<file path="config.mk">
export PLATFORM = sky130hd
export DESIGN_NAME = cct_unit
export DESIGN_NICKNAME = d
export VERILOG_FILES = /design/src/rtl/cct_pkg.sv /design/src/rtl/cct_timebase.sv /design/src/rtl/cct_capsync.sv /design/src/rtl/cct_channel.sv /design/src/rtl/cct_unit.sv
export SDC_FILE = /design/constraint.sdc
export NUM_CORES = 1
export LEC_CHECK = 0
export BUFFER_PORTS_ARGS = -buffer_cell sky130_fd_sc_hd__buf_2
export CORE_MARGIN = 5
export CORE_UTILIZATION = 37
export CTS_CLUSTER_SIZE = 16
export DETAILED_ROUTE_END_ITERATION = 10
export GPL_ROUTABILITY_DRIVEN = 0
export PLACE_DENSITY_LB_ADDON = 0.08
export RECOVER_POWER = 100
export SYNTH_ARGS = -nofsm -noshare
export SYNTH_HDL_FRONTEND = slang
export SYNTH_SLANG_ARGS = --single-unit
</file>
<file path="constraint.sdc">
create_clock -name clk -period 2.6 [get_ports clk]
set_clock_uncertainty 0.05 [all_clocks]
set_input_delay 0.39 -clock clk [delete_from_list [all_inputs] [get_ports clk]]
set_output_delay 0.39 -clock clk [all_outputs]
set_load 0.02 [all_outputs]
</file>
<file path="src/rtl/cct_pkg.sv">
`timescale 1ns/1ps
package cct_pkg;

    localparam int AW = 5;

    localparam logic [AW-1:0] A_CTRL   = 5'd0;
    localparam logic [AW-1:0] A_RELOAD = 5'd1;
    localparam logic [AW-1:0] A_TIMER  = 5'd2;
    localparam logic [AW-1:0] A_SHEN   = 5'd3;
    localparam logic [AW-1:0] A_FLAGS  = 5'd4;
    localparam logic [AW-1:0] A_SWCAP  = 5'd5;
    localparam logic [AW-1:0] A_CFG0   = 5'd8;
    localparam logic [AW-1:0] A_VAL0   = 5'd16;
    localparam logic [AW-1:0] A_SHD0   = 5'd24;

    typedef enum logic [1:0] {
        CH_IDLE = 2'd0,
        CH_CMP  = 2'd1,
        CH_CAP  = 2'd2,
        CH_RSVD = 2'd3
    } ch_mode_e;

    // packed: mode in [1:0], rising enable in [2], falling enable in [3]
    typedef struct packed {
        logic     on_fall;
        logic     on_rise;
        ch_mode_e mode;
    } ch_cfg_t;

    localparam int CFG_W = $bits(ch_cfg_t);

    function automatic logic [AW-1:0] chan_addr(input logic [AW-1:0] base, input int idx);
        return base + AW'(idx);
    endfunction

    function automatic logic edge_hit(input ch_cfg_t c, input logic rise, input logic fall);
        return (c.on_rise & rise) | (c.on_fall & fall);
    endfunction

endpackage

</file>
<file path="src/rtl/cct_timebase.sv">
`timescale 1ns/1ps
module cct_timebase #(
    parameter int TW = 16
) (
    input  logic          clk,
    input  logic          rst,
    input  logic          run,
    input  logic          ld_en,
    input  logic [TW-1:0] ld_val,
    input  logic [TW-1:0] reload,
    output logic [TW-1:0] cnt_q,
    output logic [TW-1:0] cnt_nxt,
    output logic          ovf,
    output logic          step
);
    localparam logic [TW-1:0] TOP = '1;

    always_comb begin
        step    = run && !ld_en;
        ovf     = step && (cnt_q == TOP);
        cnt_nxt = cnt_q;
        if (ld_en)     cnt_nxt = ld_val;
        else if (ovf)  cnt_nxt = reload;
        else if (step) cnt_nxt = cnt_q + 1'b1;
    end

    always_ff @(posedge clk) begin
        if (rst) cnt_q <= '0;
        else     cnt_q <= cnt_nxt;
    end
endmodule

</file>
<file path="src/rtl/cct_capsync.sv">
`timescale 1ns/1ps
module cct_capsync #(
    parameter int W = 6
) (
    input  logic         clk,
    input  logic         rst,
    input  logic [W-1:0] pin,
    output logic [W-1:0] rise,
    output logic [W-1:0] fall
);
    logic [W-1:0] s1_q, s2_q, s3_q;

    always_ff @(posedge clk) begin
        if (rst) begin
            s1_q <= '0;
            s2_q <= '0;
            s3_q <= '0;
        end else begin
            s1_q <= pin;
            s2_q <= s1_q;
            s3_q <= s2_q;
        end
    end

    assign rise = s2_q & ~s3_q;
    assign fall = ~s2_q & s3_q;
endmodule

</file>
<file path="src/rtl/cct_channel.sv">
`timescale 1ns/1ps
module cct_channel
    import cct_pkg::*;
#(
    parameter int TW = 16
) (
    input  logic             clk,
    input  logic             rst,
    input  logic             cfg_we,
    input  logic [CFG_W-1:0] cfg_wdata,
    input  logic             shd_we,
    input  logic [TW-1:0]    shd_wdata,
    input  logic             shen_set,
    input  logic             sw_cap,
    input  logic             rise,
    input  logic             fall,
    input  logic             step,
    input  logic             ovf,
    input  logic [TW-1:0]    cnt_nxt,
    output ch_cfg_t          cfg_q,
    output logic [TW-1:0]    act_q,
    output logic [TW-1:0]    shd_q,
    output logic             shen_q,
    output logic             cmp_out,
    output logic             evt
);
    logic          is_cmp, is_cap, xfer, hit, cap_evt;
    logic [TW-1:0] act_sel;

    always_comb begin
        is_cmp  = (cfg_q.mode == CH_CMP);
        is_cap  = (cfg_q.mode == CH_CAP);
        xfer    = ovf && shen_q && is_cmp;
        act_sel = xfer ? shd_q : act_q;
        hit     = (cnt_nxt == act_sel);
        cap_evt = is_cap && (edge_hit(cfg_q, rise, fall) || sw_cap);
        evt     = (is_cmp && step && hit) || cap_evt;
    end

    always_ff @(posedge clk) begin
        if (rst) begin
            cfg_q   <= '0;
            act_q   <= '0;
            shd_q   <= '0;
            shen_q  <= 1'b0;
            cmp_out <= 1'b0;
        end else begin
            if (cfg_we) cfg_q <= ch_cfg_t'(cfg_wdata);
            if (shd_we) shd_q <= shd_wdata;

            if (shen_set)  shen_q <= 1'b1;
            else if (xfer) shen_q <= 1'b0;

            if (cap_evt)   act_q <= cnt_nxt;
            else if (xfer) act_q <= shd_q;

            if (!is_cmp)          cmp_out <= 1'b0;
            else if (ovf)         cmp_out <= hit;
            else if (step && hit) cmp_out <= 1'b1;
        end
    end
endmodule

</file>
<file path="src/rtl/cct_unit.sv">
`timescale 1ns/1ps
module cct_unit
    import cct_pkg::*;
#(
    parameter int NCH = 6,
    parameter int TW  = 16
) (
    input  logic           clk,
    input  logic           rst,
    input  logic           wr_en,
    input  logic [AW-1:0]  wr_addr,
    input  logic [TW-1:0]  wr_data,
    input  logic [AW-1:0]  rd_addr,
    output logic [TW-1:0]  rd_data,
    input  logic [NCH-1:0] cap_in,
    output logic [NCH-1:0] cmp_out,
    output logic [NCH-1:0] irq_ch,
    output logic           irq_ovf
);
    localparam int FLAG_W = NCH + 1;

    logic           run_q, conc_q, ovf_flag_q;
    logic [TW-1:0]  reload_q, cnt_q, cnt_nxt;
    logic           ovf, step, tmr_ld;
    logic [NCH-1:0] ch_flag_q, rise_v, fall_v, shd_ld, shen_set_v, swcap_v;
    logic [NCH-1:0] shen_q_v, evt_v, cmp_mode_v, clr_ch;
    logic           clr_ovf;
    logic [TW-1:0]  act_v [NCH];
    logic [TW-1:0]  shd_v [NCH];
    ch_cfg_t        cfg_v [NCH];

    always_comb begin
        tmr_ld     = wr_en && (wr_addr == A_TIMER);
        shen_set_v = (wr_en && wr_addr == A_SHEN)  ? wr_data[NCH-1:0] : '0;
        swcap_v    = (wr_en && wr_addr == A_SWCAP) ? wr_data[NCH-1:0] : '0;
        clr_ch     = (wr_en && wr_addr == A_FLAGS) ? wr_data[NCH-1:0] : '0;
        clr_ovf    = wr_en && (wr_addr == A_FLAGS) && wr_data[NCH];
    end

    cct_timebase #(.TW(TW)) u_tb (
        .clk     (clk),
        .rst     (rst),
        .run     (run_q),
        .ld_en   (tmr_ld),
        .ld_val  (wr_data),
        .reload  (reload_q),
        .cnt_q   (cnt_q),
        .cnt_nxt (cnt_nxt),
        .ovf     (ovf),
        .step    (step)
    );

    cct_capsync #(.W(NCH)) u_sync (
        .clk  (clk),
        .rst  (rst),
        .pin  (cap_in),
        .rise (rise_v),
        .fall (fall_v)
    );

    for (genvar i = 0; i < NCH; i++) begin : g_ch
        assign shd_ld[i] = wr_en &&
            (conc_q ? (wr_addr == A_VAL0) : (wr_addr == chan_addr(A_VAL0, i)));
        assign cmp_mode_v[i] = (cfg_v[i].mode == CH_CMP);

        cct_channel #(.TW(TW)) u_ch (
            .clk       (clk),
            .rst       (rst),
            .cfg_we    (wr_en && (wr_addr == chan_addr(A_CFG0, i))),
            .cfg_wdata (wr_data[CFG_W-1:0]),
            .shd_we    (shd_ld[i]),
            .shd_wdata (wr_data),
            .shen_set  (shen_set_v[i]),
            .sw_cap    (swcap_v[i]),
            .rise      (rise_v[i]),
            .fall      (fall_v[i]),
            .step      (step),
            .ovf       (ovf),
            .cnt_nxt   (cnt_nxt),
            .cfg_q     (cfg_v[i]),
            .act_q     (act_v[i]),
            .shd_q     (shd_v[i]),
            .shen_q    (shen_q_v[i]),
            .cmp_out   (cmp_out[i]),
            .evt       (evt_v[i])
        );
    end

    always_ff @(posedge clk) begin
        if (rst) begin
            run_q      <= 1'b0;
            conc_q     <= 1'b0;
            reload_q   <= '0;
            ch_flag_q  <= '0;
            ovf_flag_q <= 1'b0;
        end else begin
            if (wr_en && wr_addr == A_CTRL) begin
                run_q  <= wr_data[0];
                conc_q <= wr_data[1];
            end
            if (wr_en && wr_addr == A_RELOAD) reload_q <= wr_data;
            ch_flag_q  <= (ch_flag_q & ~clr_ch) | evt_v;
            ovf_flag_q <= (ovf_flag_q & ~clr_ovf) | ovf;
        end
    end

    assign irq_ch  = ch_flag_q;
    assign irq_ovf = ovf_flag_q;

    always_comb begin
        rd_data = '0;
        case (rd_addr)
            A_CTRL:   rd_data = TW'({conc_q, run_q});
            A_RELOAD: rd_data = reload_q;
            A_TIMER:  rd_data = cnt_q;
            A_SHEN:   rd_data = TW'(shen_q_v);
            A_FLAGS:  rd_data = TW'({ovf_flag_q, ch_flag_q});
            default:  rd_data = '0;
        endcase
        for (int i = 0; i < NCH; i++) begin
            if (rd_addr == chan_addr(A_CFG0, i)) rd_data = TW'(cfg_v[i]);
            if (rd_addr == chan_addr(A_VAL0, i)) rd_data = act_v[i];
            if (rd_addr == chan_addr(A_SHD0, i)) rd_data = shd_v[i];
        end
    end

    logic [FLAG_W-1:0] unused_flag_w;
    assign unused_flag_w = '0;
endmodule

</file>
==> results of run 1 <==
[logic make-up (layout without fill, tap and decap cells)]
kind of cell | after synthesis | after routing | share of synthesized area, %
and+or+nand+nor | 633 | 633 | 19.8
AOI/OAI and AO/OA | 357 | 357 | 17.0
DFF | 287 | 287 | 38.0
muxes | 218 | 218 | 14.6
buffers and inverters | 164 | 549 | 4.54
xor gates and xnor gates | 103 | 103 | 5.97
adders and majority gates | 1 | 1 | 0.0828
[critical path, stage by stage (launching register included)]
cell,delay (ns)
dfxtp_2,0.35
a22oi_1,0.08
or4_1,0.42
a32o_2,0.31
a311oi_2,0.30
o32ai_2,0.17
a211oi_2,0.21
a2111oi_1,0.08
nor3_2,0.23
buf_4,0.18
[final timing paths]
path,startpoint,endpoint,depth (start not counted)
setup reg to reg,u_tb.cnt_q[0]$_SDFF_PP0_,irq_ch[1]$_SDFF_PP0_,12
setup / recovery,reload_q[1]$_SDFFE_PP0P_,rd_data[1],9
hold / removal,wr_data[7],reload_q[7]$_SDFFE_PP0P_,3
hold reg to reg,u_sync.s1_q[1]$_SDFF_PP0_,u_sync.s2_q[1]$_SDFF_PP0_,1
[area by class of cell]
| cell class | count | area (um^2) | area share (%) |
|---|---|---|---|
| Inverter | 8 | 30.0 | 0.139 |
| Sequential cell | 287 | 5760 | 26.7 |
| Clock inverter | 11 | 134 | 0.620 |
| Timing Repair Buffer | 480 | 4130 | 19.1 |
| Multi-Input combinational cell | 1312 | 9810 | 45.4 |
| Clock buffer | 50 | 1070 | 4.94 |
| Tap cell | 532 | 666 | 3.08 |
[cell usage in the layout, fill, tap and decap left out, drive strengths merged, types with 8 or more instances in the layout]
cell | synthesis | layout
buf | 38 | 435
dfxtp | 287 | 287
nor2 | 244 | 244
mux2i | 212 | 212
nand2 | 151 | 151
a211oi | 102 | 102
clkbuf | 118 | 89
xnor2 | 75 | 75
a21oi | 70 | 70
o21ai | 41 | 41
nor2b | 39 | 39
nand3 | 38 | 38
xor2 | 28 | 28
a22oi | 28 | 28
and2 | 28 | 28
nor3 | 26 | 26
a221oi | 25 | 25
nand4 | 24 | 24
nor4 | 19 | 19
o211ai | 14 | 14
a22o | 13 | 13
nand3b | 13 | 13
a222oi | 11 | 11
or3 | 11 | 11
a221o | 10 | 10
and3 | 9 | 9
inv | 8 | 9
nand2b | 9 | 9
a31oi | 8 | 8
[registers in the layout (all words and copies together), names as in the netlist]
register	flops
run_q	1
irq_ovf	1
conc_q	1
g_ch.u_ch.act_q	96
g_ch.u_ch.shd_q	96
u_sync.s3_q	6
u_tb.cnt_q	16
u_sync.s1_q	6
reload_q	16
irq_ch	6
g_ch.u_ch.cmp_out	6
g_ch.u_ch.shen_q	6
u_sync.s2_q	6
g_ch.u_ch.cfg_q	24
[repair_timing]
item	4_1_cts	5_1_grt
hold endpoints to repair	6	0
setup endpoints to repair	84	60
gates cloned	0	1
buffers inserted	43	29
resized for setup	173	165
hold buffers	6	0
pin swaps	72	72
[power by group through the flow]
| stage | sequential [mW] | combinational [mW] | clock, mW |
|---|---|---|---|
| detailed placement | 4.55 | 0.671 | 0 |
| finish | 4.45 | 0.800 | 5.21 |
| global route | 4.45 | 0.837 | 5.48 |
| global placement | 4.55 | 0.670 | 0 |
| floorplan | 4.54 | 0.349 | 0 |
| CTS | 4.45 | 0.741 | 5.30 |
[metal layers]
metal  GRT usage [%]  up-vias  wire length, um
li1                -     7056                -
met1            42.0     7531            30800
met2            45.1      574            29400
met3            5.06      144             4910
met4            9.26        0             2370
met5               0        -                0
[stage by stage]
| step | TNS [ns] | hold WS (ns) | power, mW |
|---|---|---|---|
| final | -9.83 | 0.160 | 10.5 |
| after global routing | -18.86 | 0.158 | 10.8 |
| after CTS | -7.64 | 0.141 | 10.5 |
| after detailed placement | -23.95 | 0.378 | 5.22 |
| after global placement | -21.30 | 0.367 | 5.22 |
| after floorplan | -0.223 | 0.364 | 4.89 |
[cells in the mapped netlist, drive strengths merged, types with 25 or more instances]
master | count | area (um^2)
a211oi | 102 | 778
a21oi | 70 | 350
a221oi | 25 | 219
a22oi | 28 | 210
and2 | 28 | 175
buf | 38 | 213
clkbuf | 118 | 443
dfxtp | 287 | 5750
mux2i | 212 | 2140
nand2 | 151 | 567
nand3 | 38 | 190
nor2 | 244 | 923
nor2b | 39 | 244
nor3 | 26 | 146
o21ai | 41 | 209
xnor2 | 75 | 657
xor2 | 28 | 245
==> run metrics, run 1 <==
final worst setup slack=-0.722 ns; Synth Area per Inst=about 8.6 um^2; synthesized instance count=1763; Ports=64; VDD IR max=around 0.00050 V; critical path class=reg -> out; post-route cell area=approximately 22000 um^2; slew of the pin with the lowest slew margin=2.32 ns; first-pass GRT wire length=around 99000 um; WL per Instance=around 25 um; switching share of power=between 20% and 30%; Non-Filler Instances=roughly 2700; Post-Route Utilization=between 50 and 60%; core area=40600 um^2; Num CTS Buffers=37; port bufs=63; grt ovf=0; MaxCap Viol Count=1; DRT Pass-1 Iters=7; Final Hold Fails=0; DP Worst Slack=-0.834 ns; DRC=0; routed wire length=around 67000 um; die area=approximately 45000 um^2; r2r setup slk=-0.67 ns; main flop type after synthesis=dfxtp_1; Max clock buf depth=3; Rows=74; fin. max-slew vios=about 170; Cell Pwr Density=a little under 500 nW/um^2; P_sw=2.57 mW; Slew HR=-55.0%; Iter 0 DRT Violations=between 1500 and 2000; largest net degree at the start of global routing=174; Initial Util=a little under two fifths; # clock sinks=287; n_diodes=0; clock root buffer=clkbuf_16; die height=roughly 210 um; violated checks=max-capacitance violations, max-slew violations, negative setup slack; total number of vias=between 15000 and 20000; Synthesized Nets=1799; Area Overhead vs Synth=43.0%; Static Leak=just under 9 nW; vias in the first global route=about 15000; Yosys reg bits=around 290; status=finished with violations; Startpoint Class=flip-flop; Area after DPL=~19000 um^2; initial antenna violation count=0; critical path capture point type=output port; Syn Std Cell Area=15100 um^2; Comb pwr share=between 7 and 8%; RSZ-0062 raised after global routing=yes; crit path DAT=roughly 2.9 ns; fin nets=about 2200; fillers=~3800; DIE WIDTH=212 um; Total GRT Usage=just under 30%; layout cell share with drive strength beyond 1=33.1%; Reg clk slew, reported paths=0.05 ns; CTS H-tree lvls=2; Async SR Flop Fraction=0%; register area share after synthesis=38.0%; hpwl dp=about 50000 um; Reg power frac=a little over two fifths; internal power=roughly 8 mW; min Tclk post-route=3.32 ns; Crit Path Max Fanout=2; final period utilization=128%; min-delay worst type=in -> reg; placed cell count=around 2600; fmax=301 MHz; Req. time, crit path=2.16 ns; number of synthesized flops with an enable pin=0; CTS tree=built; clock power share=49.8%; Antenna Nets Post-Route=0; Yosys cell types=74; worst skew pair latency=approximately 0.56 ns; number of setup violations in the final report=a little under 50; Ys Warns=0; Vias/cell=approximately 5.7
(Power assumes the default switching activity.)
==> run 2, diff against run 1 <==
Settings changed: CORE_UTILIZATION 37 to 56.
==> run metrics, run 2 (same netlist as run 1, synthesis figures left out) <==
die area=30300 um^2 (was 45000 um^2); fillers=1741 (was 3773); Area after DPL=18200 um^2 (was 18600 um^2); CTS H-tree lvls=1 (was 2); status=finished with violations (unchanged); DP Worst Slack=-0.651 ns (was -0.834 ns); routed wire length=63900 um (was 67500 um); fin. max-slew vios=229 (was 173); fmax=299 MHz (was 301 MHz); die height=174 um (was 212 um); Final Hold Fails=0 (unchanged); Req. time, crit path=2.16 ns (about the same); clock root buffer=clkbuf_16 (unchanged); Cell Pwr Density=488 nW/um^2 (was 484 nW/um^2); critical path capture point type=output port (unchanged); worst skew pair latency=0.59 ns (was 0.56 ns); Overall Power=10.3 mW (was 10.5 mW); slew of the pin with the lowest slew margin=2.85 ns (was 2.32 ns); Antenna Nets Post-Route=0 (unchanged); layout cell share with drive strength beyond 1=32.6% (was 33.1%); Num CTS Buffers=31 (was 37); min Tclk post-route=3.34 ns (was 3.32 ns); initial antenna violation count=0 (unchanged); RSZ-0062 raised after global routing=yes (unchanged); Total GRT Usage=39.6% (was 29.3%); commonest non-fill, non-tap cell in the layout=buf_4 (unchanged); port bufs=63 (unchanged); largest net degree at the start of global routing=229 (was 174); MaxCap Viol Count=1 (unchanged); commonest non-fill, non-tap cells in the layout=buf_4 (320), dfxtp_1 (277), nor2_1 (228) (was buf_4 (308), dfxtp_1 (276), nor2_1 (224)); Slew HR=-90.2% (was -55.0%); crit path DAT=2.90 ns (was 2.88 ns); area of the multi-input gates=9810 um^2 (about the same); Area Overhead vs Synth=40.2% (was 43.0%); Crit Path Max Fanout=2 (unchanged); post-route cell area=21200 um^2 (was 21600 um^2); hpwl dp=43900 um (was 49700 um); min-delay worst type=in -> reg (unchanged); top flop regs=g_ch.u_ch.act_q: 96 flops, g_ch.u_ch.shd_q: 96 flops, g_ch.u_ch.cfg_q: 24 flops (unchanged); total number of vias=16300 (was 15300); Max clock buf depth=3 (unchanged); DRT Pass-1 Iters=7 (unchanged); fin nets=2148 (was 2162); Iter 0 DRT Violations=2579 (was 1622); Startpoint Class=flip-flop (unchanged); Initial Util=56.5% (was 37.2%); Rows=60 (was 74); DIE WIDTH=174 um (was 212 um); final worst setup slack=-0.744 ns (was -0.722 ns); Vias/cell=6.59 (was 5.71); DRC=0 (unchanged); Static Leak=8.88 nW (was 8.95 nW); CTS tree=built (unchanged); VDD IR max=0.000464 V (was 0.000498 V); Ports=64 (unchanged); core area=26700 um^2 (was 40600 um^2); critical path class=reg -> out (unchanged); final period utilization=129% (was 128%); first-pass GRT wire length=94200 um (was 98900 um); # clock sinks=287 (unchanged); WL per Instance=25.8 um (was 25.2 um); violated checks=max-capacitance violations, max-slew violations, negative setup slack (unchanged); number of setup violations in the final report=70 (was 49); grt ovf=0 (unchanged); Reg clk slew, reported paths=0.06 ns (was 0.05 ns); hold_ws=0.100 ns (was 0.160 ns); register area=5760 um^2 (about the same); vias in the first global route=15700 (was 14900)
-- run 2: changes by cell type in the layout (fill, tap and decap cells not counted), moves of 5 or more --
| cell | change |
|---|---|
| a211oi_1 | +11 |
| buf_12 | -6 |
| nand2_2 | -7 |
| clkbuf_8 | +6 |
| mux2i_4 | +7 |
| buf_6 | -11 |
| clkbuf_16 | -10 |
| o21ai_0 | -7 |
| nand2_1 | +5 |
| a211oi_2 | -11 |
| buf_4 | +12 |
| mux2i_1 | -10 |
-- run 2: cell type report --
class	instances	area share, %
Sequential cell	287	27.2
Inverter	8	0.142
Multi-Input combinational cell	1312	46.4
Tap cell	341	2.02
Clock inverter	12	1.13
Clock buffer	44	4.42
Antenna cell	1	0.0118
Timing Repair Buffer	472	18.7
-- run 2: power by group --
part / switching (mW) / leakage, nW / internal [mW]
Combinational: 0.486 / 5.98 / 0.314
Clock: 1.90 / 0.583 / 3.17
Sequential: 0.0253 / 2.32 / 4.43
Total: 2.41 / 8.88 / 7.91
-- run 2: path summary, 6_finish.rpt --
check             slack (ns)                                 end                      start  cells after the start
setup / recovery       -0.74                          rd_data[1]   reload_q[1]$_SDFFE_PP0P_                      9
hold / removal          0.10  g_ch[0].u_ch.shd_q[7]$_SDFFE_PP0P_                 wr_data[7]                      3
setup reg to reg       -0.68                irq_ch[1]$_SDFF_PP0_   u_tb.cnt_q[1]$_SDFF_PP0_                     14
hold reg to reg         0.36           u_sync.s2_q[0]$_SDFF_PP0_  u_sync.s1_q[0]$_SDFF_PP0_                      1
-- run 2: critical path, cell delays in order, from the launching register on --
cell	delay, ns
dfxtp_4	0.38
a22oi_1	0.08
or4_1	0.44
a32o_2	0.30
a311oi_2	0.25
o32ai_2	0.14
a211oi_2	0.21
a2111oi_1	0.10
nor3_2	0.25
buf_4	0.19
-- run 2: repair_timing --
action / CTS / global route
hold buffers: 6 / 0
pin swaps: 75 / 60
resized for setup: 231 / 91
endpoints found under the setup margin: 45 / 59
endpoints found under the hold margin: 6 / 0
cloned: 3 / 0
setup buffers: 38 / 23
-- run 2: metrics by stage --
stage	utilization (%)	std cells	TNS [ns]
CTS	77.9	2458	-7.22
finish	79.2	2477	-13.85
detailed placement	68.1	2357	-12.25
global route	79.2	2476	-26.23
global placement	68.1	2357	-10.89
floorplan	-	1763	-0.223
-- run 2: metal layers --
metal	global-route usage, %	vias to the layer above	share of wire, %
met4	20.9	0	6.8
li1	-	7026	-
met3	9.05	321	13
met1	52.9	7723	37
met5	0	-	0
met2	59.8	1250	43
